**config.mk**
```make
export PLATFORM = sky130hd
export DESIGN_NAME = mode_sig_unit
export DESIGN_NICKNAME = d
export VERILOG_FILES = /design/src/rtl/mode_sig_pkg.sv /design/src/rtl/mode_sig_ctrl.sv /design/src/rtl/mode_sig_dp.sv /design/src/rtl/mode_sig_unit.sv
export SDC_FILE = /design/constraint.sdc
export NUM_CORES = 1
export LEC_CHECK = 0
export BUFFER_PORTS_ARGS = -buffer_cell sky130_fd_sc_hd__buf_2
export CAP_MARGIN = 10
export CORE_ASPECT_RATIO = 0.75
export CORE_UTILIZATION = 46
export DETAILED_ROUTE_END_ITERATION = 10
export MAX_ROUTING_LAYER = met4
export PLACE_DENSITY_LB_ADDON = 0.25
export SETUP_SLACK_MARGIN = 0.15
export SYNTH_ARGS = -nofsm -noshare
export SYNTH_HDL_FRONTEND = slang
export SYNTH_SLANG_ARGS = --single-unit
```
**constraint.sdc**
```tcl
create_clock -name clk -period 3.9 [get_ports clk]
set_input_delay 0.39 -clock clk [delete_from_list [all_inputs] [get_ports clk]]
set_output_delay 0.39 -clock clk [all_outputs]
set_load 0.01 [all_outputs]
```
**src/rtl/mode_sig_pkg.sv**
```systemverilog
package mode_sig_pkg;

  typedef enum logic [2:0] {
    K_NONE, K_SYNC, K_SYNCD, K_VEC, K_RST, K_DBC
  } kind_t;

  typedef enum logic [1:0] {S_IDLE, S_PULSE, S_WAITD, S_XFER} state_t;

  // strobes from control to datapath
  typedef struct packed {
    logic loadData;
    logic capHigh;
    logic capLow;
    logic selHigh;
  } dp_ctrl_t;

  localparam logic [5:0] TC_SYNC  = 6'b1_00001;
  localparam logic [5:0] TC_SYNCD = 6'b0_10001;
  localparam logic [5:0] TC_VEC   = 6'b1_10000;
  localparam logic [5:0] TC_RST   = 6'b1_01000;
  localparam logic [5:0] TC_DBC   = 6'b1_00000;

endpackage

```
**src/rtl/mode_sig_ctrl.sv**
```systemverilog
module mode_sig_ctrl
  import mode_sig_pkg::*;
#(
  parameter int PULSE_W = 4
) (
  input  logic       clk,
  input  logic       rst_n,
  input  logic       cmdValid,
  input  logic [4:0] cmdSubAddr,
  input  logic       cmdTx,
  input  logic [4:0] cmdCode,
  input  logic       busAccept_n,
  input  logic       dataValid,
  output dp_ctrl_t   dpCtrl,
  output logic       byteStrobe,
  output logic       hiLo,
  output logic       sync_n,
  output logic       syncVariant,
  output logic       vectorEn_n,
  output logic       vectorValid,
  output logic       resetPulse_n,
  output logic       busCtrlReq_n
);

  localparam int CNT_W = $clog2(PULSE_W + 1);

  state_t           state;
  kind_t            kind;
  kind_t            cmdKind;
  logic [CNT_W-1:0] cnt;
  logic [1:0]       phase;
  logic             isMode;
  logic             active;

  assign isMode = (cmdSubAddr == 5'd0) || (cmdSubAddr == 5'd31);

  always_comb begin
    cmdKind = K_NONE;
    if (isMode) begin
      case ({cmdTx, cmdCode})
        TC_SYNC:  cmdKind = K_SYNC;
        TC_SYNCD: cmdKind = K_SYNCD;
        TC_VEC:   cmdKind = K_VEC;
        TC_RST:   cmdKind = K_RST;
        TC_DBC:   cmdKind = busAccept_n ? K_NONE : K_DBC;
        default:  cmdKind = K_NONE;
      endcase
    end
  end

  always_ff @(posedge clk or negedge rst_n) begin
    if (!rst_n) begin
      state       <= S_IDLE;
      kind        <= K_NONE;
      cnt         <= '0;
      phase       <= '0;
      syncVariant <= 1'b0;
    end else if (cmdValid) begin
      kind  <= cmdKind;
      phase <= '0;
      cnt   <= CNT_W'(PULSE_W - 1);
      if (cmdKind == K_SYNC || cmdKind == K_SYNCD) syncVariant <= cmdCode[4];
      case (cmdKind)
        K_NONE:  state <= S_IDLE;
        K_SYNCD: state <= S_WAITD;
        K_VEC:   state <= S_XFER;
        default: state <= S_PULSE;
      endcase
    end else begin
      case (state)
        S_PULSE: begin
          if (cnt == '0) begin
            state <= S_IDLE;
            kind  <= K_NONE;
          end else begin
            cnt <= cnt - 1'b1;
          end
        end
        S_WAITD: if (dataValid) state <= S_XFER;
        S_XFER: begin
          phase <= phase + 1'b1;
          if (phase == 2'd3) begin
            state <= S_IDLE;
            kind  <= K_NONE;
          end
        end
        default: ;
      endcase
    end
  end

  assign active       = (state != S_IDLE);
  assign sync_n       = !(active && (kind == K_SYNC || kind == K_SYNCD));
  assign vectorEn_n   = !(active && kind == K_VEC);
  assign resetPulse_n = !(active && kind == K_RST);
  assign busCtrlReq_n = !(active && kind == K_DBC);
  assign byteStrobe   = (state == S_XFER) && !phase[0];
  assign hiLo         = (state == S_XFER) && !phase[1];
  assign vectorValid  = (state == S_XFER) && (kind == K_VEC) && (phase == 2'd3);

  assign dpCtrl.loadData = (state == S_WAITD) && dataValid && !cmdValid;
  assign dpCtrl.capHigh  = (state == S_XFER) && (kind == K_VEC) && (phase == 2'd0);
  assign dpCtrl.capLow   = (state == S_XFER) && (kind == K_VEC) && (phase == 2'd2);
  assign dpCtrl.selHigh  = hiLo;


  one_line_chk: assert property (@(posedge clk) disable iff (!rst_n)
    $countones({!sync_n, !vectorEn_n, !resetPulse_n, !busCtrlReq_n}) <= 1);


  rst_cause_chk: assert property (@(posedge clk) disable iff (!rst_n)
    $fell(resetPulse_n) |-> $past(cmdValid));


  strobe_owner_chk: assert property (@(posedge clk) disable iff (!rst_n)
    byteStrobe |-> (!sync_n || !vectorEn_n));


  high_then_low_chk: assert property (@(posedge clk) disable iff (!rst_n)
    (byteStrobe && hiLo && !cmdValid) |=> (hiLo && !byteStrobe));


  stray_data_chk: assert property (@(posedge clk) disable iff (!rst_n)
    (state == S_IDLE && dataValid && !cmdValid) |=> !byteStrobe);

endmodule

```
**src/rtl/mode_sig_dp.sv**
```systemverilog
module mode_sig_dp
  import mode_sig_pkg::*;
#(
  parameter int WORD_W = 16
) (
  input  logic                clk,
  input  logic                rst_n,
  input  dp_ctrl_t            dpCtrl,
  input  logic [WORD_W-1:0]   dataWord,
  input  logic [WORD_W/2-1:0] highwayIn,
  output logic [WORD_W/2-1:0] highwayOut,
  output logic [WORD_W-1:0]   vectorWord
);

  localparam int HALF = WORD_W / 2;

  logic [WORD_W-1:0] xferWord;

  always_ff @(posedge clk or negedge rst_n) begin
    if (!rst_n) begin
      xferWord   <= '0;
      vectorWord <= '0;
    end else begin
      if (dpCtrl.loadData) xferWord <= dataWord;
      if (dpCtrl.capHigh)  vectorWord[WORD_W-1:HALF] <= highwayIn;
      if (dpCtrl.capLow)   vectorWord[HALF-1:0]      <= highwayIn;
    end
  end

  assign highwayOut = dpCtrl.selHigh ? xferWord[WORD_W-1:HALF] : xferWord[HALF-1:0];


  first_byte_chk: assert property (@(posedge clk) disable iff (!rst_n)
    dpCtrl.loadData |=> (!dpCtrl.selHigh || highwayOut == $past(dataWord[WORD_W-1:HALF])));

endmodule

```
**src/rtl/mode_sig_unit.sv**
```systemverilog
module mode_sig_unit
  import mode_sig_pkg::*;
#(
  parameter int WORD_W  = 16,
  parameter int PULSE_W = 4
) (
  input  logic                clk,
  input  logic                rst_n,
  input  logic                cmdValid,
  input  logic [4:0]          cmdSubAddr,
  input  logic                cmdTx,
  input  logic [4:0]          cmdCode,
  input  logic                busAccept_n,
  input  logic                dataValid,
  input  logic [WORD_W-1:0]   dataWord,
  input  logic [WORD_W/2-1:0] highwayIn,
  output logic [WORD_W/2-1:0] highwayOut,
  output logic                byteStrobe,
  output logic                hiLo,
  output logic                sync_n,
  output logic                syncVariant,
  output logic                vectorEn_n,
  output logic                vectorValid,
  output logic [WORD_W-1:0]   vectorWord,
  output logic                resetPulse_n,
  output logic                busCtrlReq_n
);

  dp_ctrl_t dpCtrl;

  mode_sig_ctrl #(.PULSE_W(PULSE_W)) u_ctrl (
    .clk(clk), .rst_n(rst_n), .cmdValid(cmdValid), .cmdSubAddr(cmdSubAddr),
    .cmdTx(cmdTx), .cmdCode(cmdCode), .busAccept_n(busAccept_n),
    .dataValid(dataValid), .dpCtrl(dpCtrl), .byteStrobe(byteStrobe),
    .hiLo(hiLo), .sync_n(sync_n), .syncVariant(syncVariant),
    .vectorEn_n(vectorEn_n), .vectorValid(vectorValid),
    .resetPulse_n(resetPulse_n), .busCtrlReq_n(busCtrlReq_n)
  );

  mode_sig_dp #(.WORD_W(WORD_W)) u_dp (
    .clk(clk), .rst_n(rst_n), .dpCtrl(dpCtrl), .dataWord(dataWord),
    .highwayIn(highwayIn), .highwayOut(highwayOut), .vectorWord(vectorWord)
  );

endmodule

```
After elaboration in Yosys (flattened, before gate mapping). Index checks and enable logic that the tools add are counted.

Input bits: 40. Flip-flop bits (word level): 43.

Multiplexer cells: 19. Reduce and logical (&&, ||, !) cells: 35. Add/sub/neg operators: 2. Equal/unequal tests: 23.

Operators with widths (number): 6-bit == test (second input constant) (4); 3-bit 2-to-1 mux (8); 3-bit one-hot mux with 5 select lines (1); 3-bit by 2-bit == test with 1-bit output (second input constant) (4); 1-bit logical AND (12); 2-bit 2-to-1 mux (6); 2-bit one-hot mux with 3 select lines (2); 2-bit == test (second input constant) (4); 8-bit 2-to-1 mux (1); 1-bit logical NOT (7); 3-bit by 1-bit == test with 1-bit output (second input constant) (2); 3-bit == test (second input constant) (2); 6-bit by 5-bit == test with 1-bit output (second input constant) (1); 3-bit logical NOT (2); 3-bit by 2-bit inequality test with 1-bit output (second input constant) (2); 3-bit one-hot mux with 2 select lines (1); 2-bit nonzero test (3); 5-bit == test (second input constant) (1); 5-bit logical NOT (1); 2-bit AND reduction (2); 4-bit AND reduction (1); 4-bit nonzero test (1); 1-bit logical OR (3); 3-bit inequality test (second input constant) (1); other kinds (7) (7).

Longest topological paths before layout.
Word-level depth: 6. Mapped depth: 6. Depth with buffers taken out: 6.

Modules after synthesis. From an unflattened synthesis, not the netlist that was laid out.

Cell total of the unflattened synthesis: 168. Area total of the unflattened synthesis: 2187.1 sq um.

By module, submodules not included: mode_sig_dp (area an instance 1335.0 sq um, cells each 77, times used 1); mode_sig_ctrl (area an instance 852.1 sq um, cells each 91, times used 1).

Least setup slack after synthesis. OpenSTA, ideal clock, no wires.

Path type: register to output. Start: reg u_ctrl.state[0]. End: out highwayOut[0]. Path buffers: 1. Stages on the path, launching flop included: 5. Data arrival time: 1.307 ns. Required time: 3.510 ns. Slack: 2.203 ns. Path through: dfrtp_1 buf_2 nand2_2 nor2_2 mux2_2.

Word-level cells in the longest chain between the ends: 3.

RTL lines: start: declaration (line mode_sig_ctrl.sv:27) `state_t state;`; start signal: assignment (line mode_sig_ctrl.sv:53) `state <= S_IDLE;`; start signal: assignment (line mode_sig_ctrl.sv:64) `K_NONE: state <= S_IDLE;`; start signal: assignment (line mode_sig_ctrl.sv:65) `K_SYNCD: state <= S_WAITD;`; 2-bit == test (line mode_sig_ctrl.sv:98) `assign hiLo = (state == S_XFER) && !phase[1];`; 1-bit logical AND (line mode_sig_ctrl.sv:98); named net hiLo (line mode_sig_unit.sv:19) `output logic hiLo,`; 8-bit 2-to-1 mux (line mode_sig_dp.sv:30) `assign highwayOut = dpCtrl.selHigh ? xferWord[WORD_W-1:HALF] : xferWord[HALF-1:0];`; end: declaration (line mode_sig_unit.sv:17) `output logic [WORD_W/2-1:0] highwayOut,`.

The timed path passes the listed nets, and every way through them passes these cells.

Final worst setup path.
Start: reg u_ctrl.state[0]. End: out highwayOut[0].

Word-level cells in the longest chain between the ends: 3.

RTL lines (line): 2-bit == test (mode_sig_ctrl.sv:98); 1-bit logical AND (mode_sig_ctrl.sv:98); 8-bit 2-to-1 mux (mode_sig_dp.sv:30).

Every way passes these cells.

==> impl_results.md <==
* Core ar. at 4150 sq um
* Pwr dens at 345 nW/um^2
* RR Startpoint: u_ctrl.state[1]$_DFFE_PN0P_
* CP arrival at 1.87 ns
* CTS Buf Count at 5
* DRC Markers at 0
* Final Slew Violations at 0
* Setup TNS at 0 ns
* RSZ-0062 raised after global routing: false
* Crit path from: u_ctrl.state[0]$_DFFE_PN0P_
* Floorplan row count at 20
* #FFs+latches synth at 43
* Outcome: finished, final reports clean
* Register area at 1080 sq um
* Antenna-violating nets left at 0
* Crit. End Element: primary output
* Vias in the first global route at 1419
* Slew Limit Headroom at 22.1%
* NumNets Final at 278
* DRT iter0 DRCs at 37
* Power, Total at 0.876 mW
* Most frequent cell after synthesis: dfrtp_1
* Gr usage total at 18.3%
* Global routing met2 resource utilization at 29.6%
* Async SR Flop Fraction at 100%
* Initial antenna violation count at 0
* Post-placement cell count at 281
* DP HPWL at 2770 um
* Drt pass-1 iters at 4
* Drt wl/cell at 12.9 um
* Area growth syn-to-layout at 24.2%
* CTS clk-pin slew, worst paths at 0.08 ns
* Worst vdd ir at 0.187 mV
* Synth area leader: dfrtp_1
* Sw frac at 21.8%
* Share of cells above drive strength 1 at 52.4%
* Post-CTS Resized at 0
* Largest net degree at the start of global routing at 44
* Max-Cap Viols at 0
* Final min period at 2.26 ns
* Reg power frac at 53.3%
* Worst path cell trace: nand2_2 -> nor2_2 -> mux2_2 -> buf_2
* Yosys cell types at 41
* Mapped cell area at 2050 sq um
* CTS sink cnt at 43
* Worst Path Required at 3.51 ns
* Max stage delay on crit path at 0.50 ns
* Port bufs at 71
* Leak at 1.28 nW
* Max Buffers Root-to-Sink at 2
* Syn Area/Cell at 12.8 sq um
* Crit path max-delay cell type: dfrtp_1
* Multi-input logic area at 922 sq um
* Tcrit/Tclk final at 58.0%
* GPL Wtd Cong at 0.738
* R2R cell count at 3
* Die H at 59.8 um
* Setup crit start kind: flop
* Initial Util at 49.2%
* Dominant synthesized flop cell: dfrtp_1
* Clock share of power at 37.6%
* Global route overflow at 0
* Worst reg2reg endpoint: u_dp.xferWord[9]$_DFFE_PN0P_
* WS Path Type: flop to primary output
* Worst min path class: primary input to asynchronous set/reset pin
* Routed WL at 3720 um
* Worst slew pin tran at 1.16 ns
* Maximum clock rate at 442 MHz
* Worst R2R Setup Slack at 1.85 ns
* Synth cell count leaders: dfrtp_1 (43), mux2_2 (39), nand2_1 (8), nor2_1 (6)
* Syn Inst Count at 160
* Post-CTS Hold Fix Bufs at 0
* Cell Int Power at 0.685 mW
* First-pass GRT wire length at 6200 um
* Register area share after synthesis at 52.6%
* I/O Pins at 72
* Net Count, Synth at 205
* N_diodes at 0
* Hold violation total from the final report at 0
* Placed cell areas at 2440 sq um
* GR Util met1 at 21.6%
* Postcts setup bufs at 0
* CP Max Fanout at 9
* Yosys top cell area share at 52.6%
* M3 GR Usage at 4.89%
* Finished Cell Area at 2540 sq um
* Logic pwr share at 9.1%
* Area contributors post-synth: dfrtp_1 (53%), mux2_2 (21%), ha_1 (3.1%)
* Fill cells at 384
* Die area at 4720 sq um
* CTS tree: built
* Psw at 0.191 mW
* Die X at 79.0 um
* Clk root buf: clkbuf_8
* Number of synthesized flops with an enable pin at 0
* Clock Skews at 0.00481 ns
* Insertion delay to the later sink of the worst-skew pair at 0.29 ns
* Vias per cell at 5.12
* Final setup fails at 0
* Most used routing layer: met2
* Max H-tree Level at 2
* Total number of vias at 1474
* Fin cells at 288
* YS warnings at 0
## power groups by stage
stage,combinational (mW),sequential (mW),clock (mW)
floorplan,0.0347,0.478,0
global placement,0.0801,0.475,0
detailed placement,0.0812,0.476,0
CTS,0.0815,0.467,0.342
global route,0.0904,0.469,0.356
finish,0.0799,0.467,0.329
## per-layer routing
metal	wire length, um	share of wire, %
met4	63	1.7
met5	0	0
met2	1700	46
met3	215	5.8
met1	1740	47
## cells by family (layout without fill, tap and decap cells)
| logic type | count (synthesis) | after routing | share of synthesized area [%] |
|---|---|---|---|
| simple gates | 43 | 43 | 12.3 |
| compound gates | 15 | 15 | 5.51 |
| fa+ha+maj | 5 | 5 | 3.06 |
| buf+inv | 9 | 82 | 2.32 |
| mux | 41 | 41 | 22.5 |
| flops | 43 | 43 | 52.6 |
| xor+xnor | 4 | 4 | 1.71 |
## cell usage in the layout, fill, tap and decap left out, drive strengths merged, types with 3 or more instances in the layout
cell type  count
buf           71
dfrtp         43
mux2          40
nand2         11
nor2           7
clkbuf         6
nand2b         5
ha             5
inv            4
a21oi          4
nor3           4
xnor2          3
or3            3
nor4           3
a32o           3
## per-stage QoR
step | worst slack [ns] | utilization (%) | hold WS [ns]
floorplan | 2.20 | - | 0.0944
global placement | 1.85 | 58.7 | 0.469
detailed placement | 1.83 | 58.7 | 0.480
CTS | 1.62 | 61.1 | 0.255
global route | 1.56 | 61.1 | 0.304
finish | 1.64 | 61.1 | 0.221
## worst max path at each step
stage                                   endpoint
finish                             highwayOut[0]
detailed placement  u_dp.xferWord[9]$_DFFE_PN0P_
floorplan                          highwayOut[0]
global route                       highwayOut[0]
global placement    u_dp.xferWord[5]$_DFFE_PN0P_
CTS                                highwayOut[0]
## cell type report
| cell class | instances | area share [%] |
|---|---|---|
| clock buffer | 6 | 2.86 |
| inverter | 4 | 0.591 |
| multi-input combinational | 108 | 36.3 |
| timing repair buffer | 71 | 14.0 |
| sequential | 43 | 42.4 |
| clock inverter | 1 | 1.18 |
| tap | 55 | 2.71 |
## registers in the layout, summed over array words and instances (netlist names)
register and flops:
u_ctrl.kind 3, u_ctrl.cnt 3, u_ctrl.syncVariant 1, u_dp.xferWord 16
u_ctrl.phase 2, u_dp.vectorWord 16, u_ctrl.state 2
## worst max-delay path: cells and delay by family (launching register included)
| family | cells | cell delay (ns) |
|---|---|---|
| simple gates | 2 | 0.54 |
| flops | 1 | 0.50 |
| mux | 1 | 0.40 |
| buf+inv | 1 | 0.14 |
(Power assumes the default switching activity.)
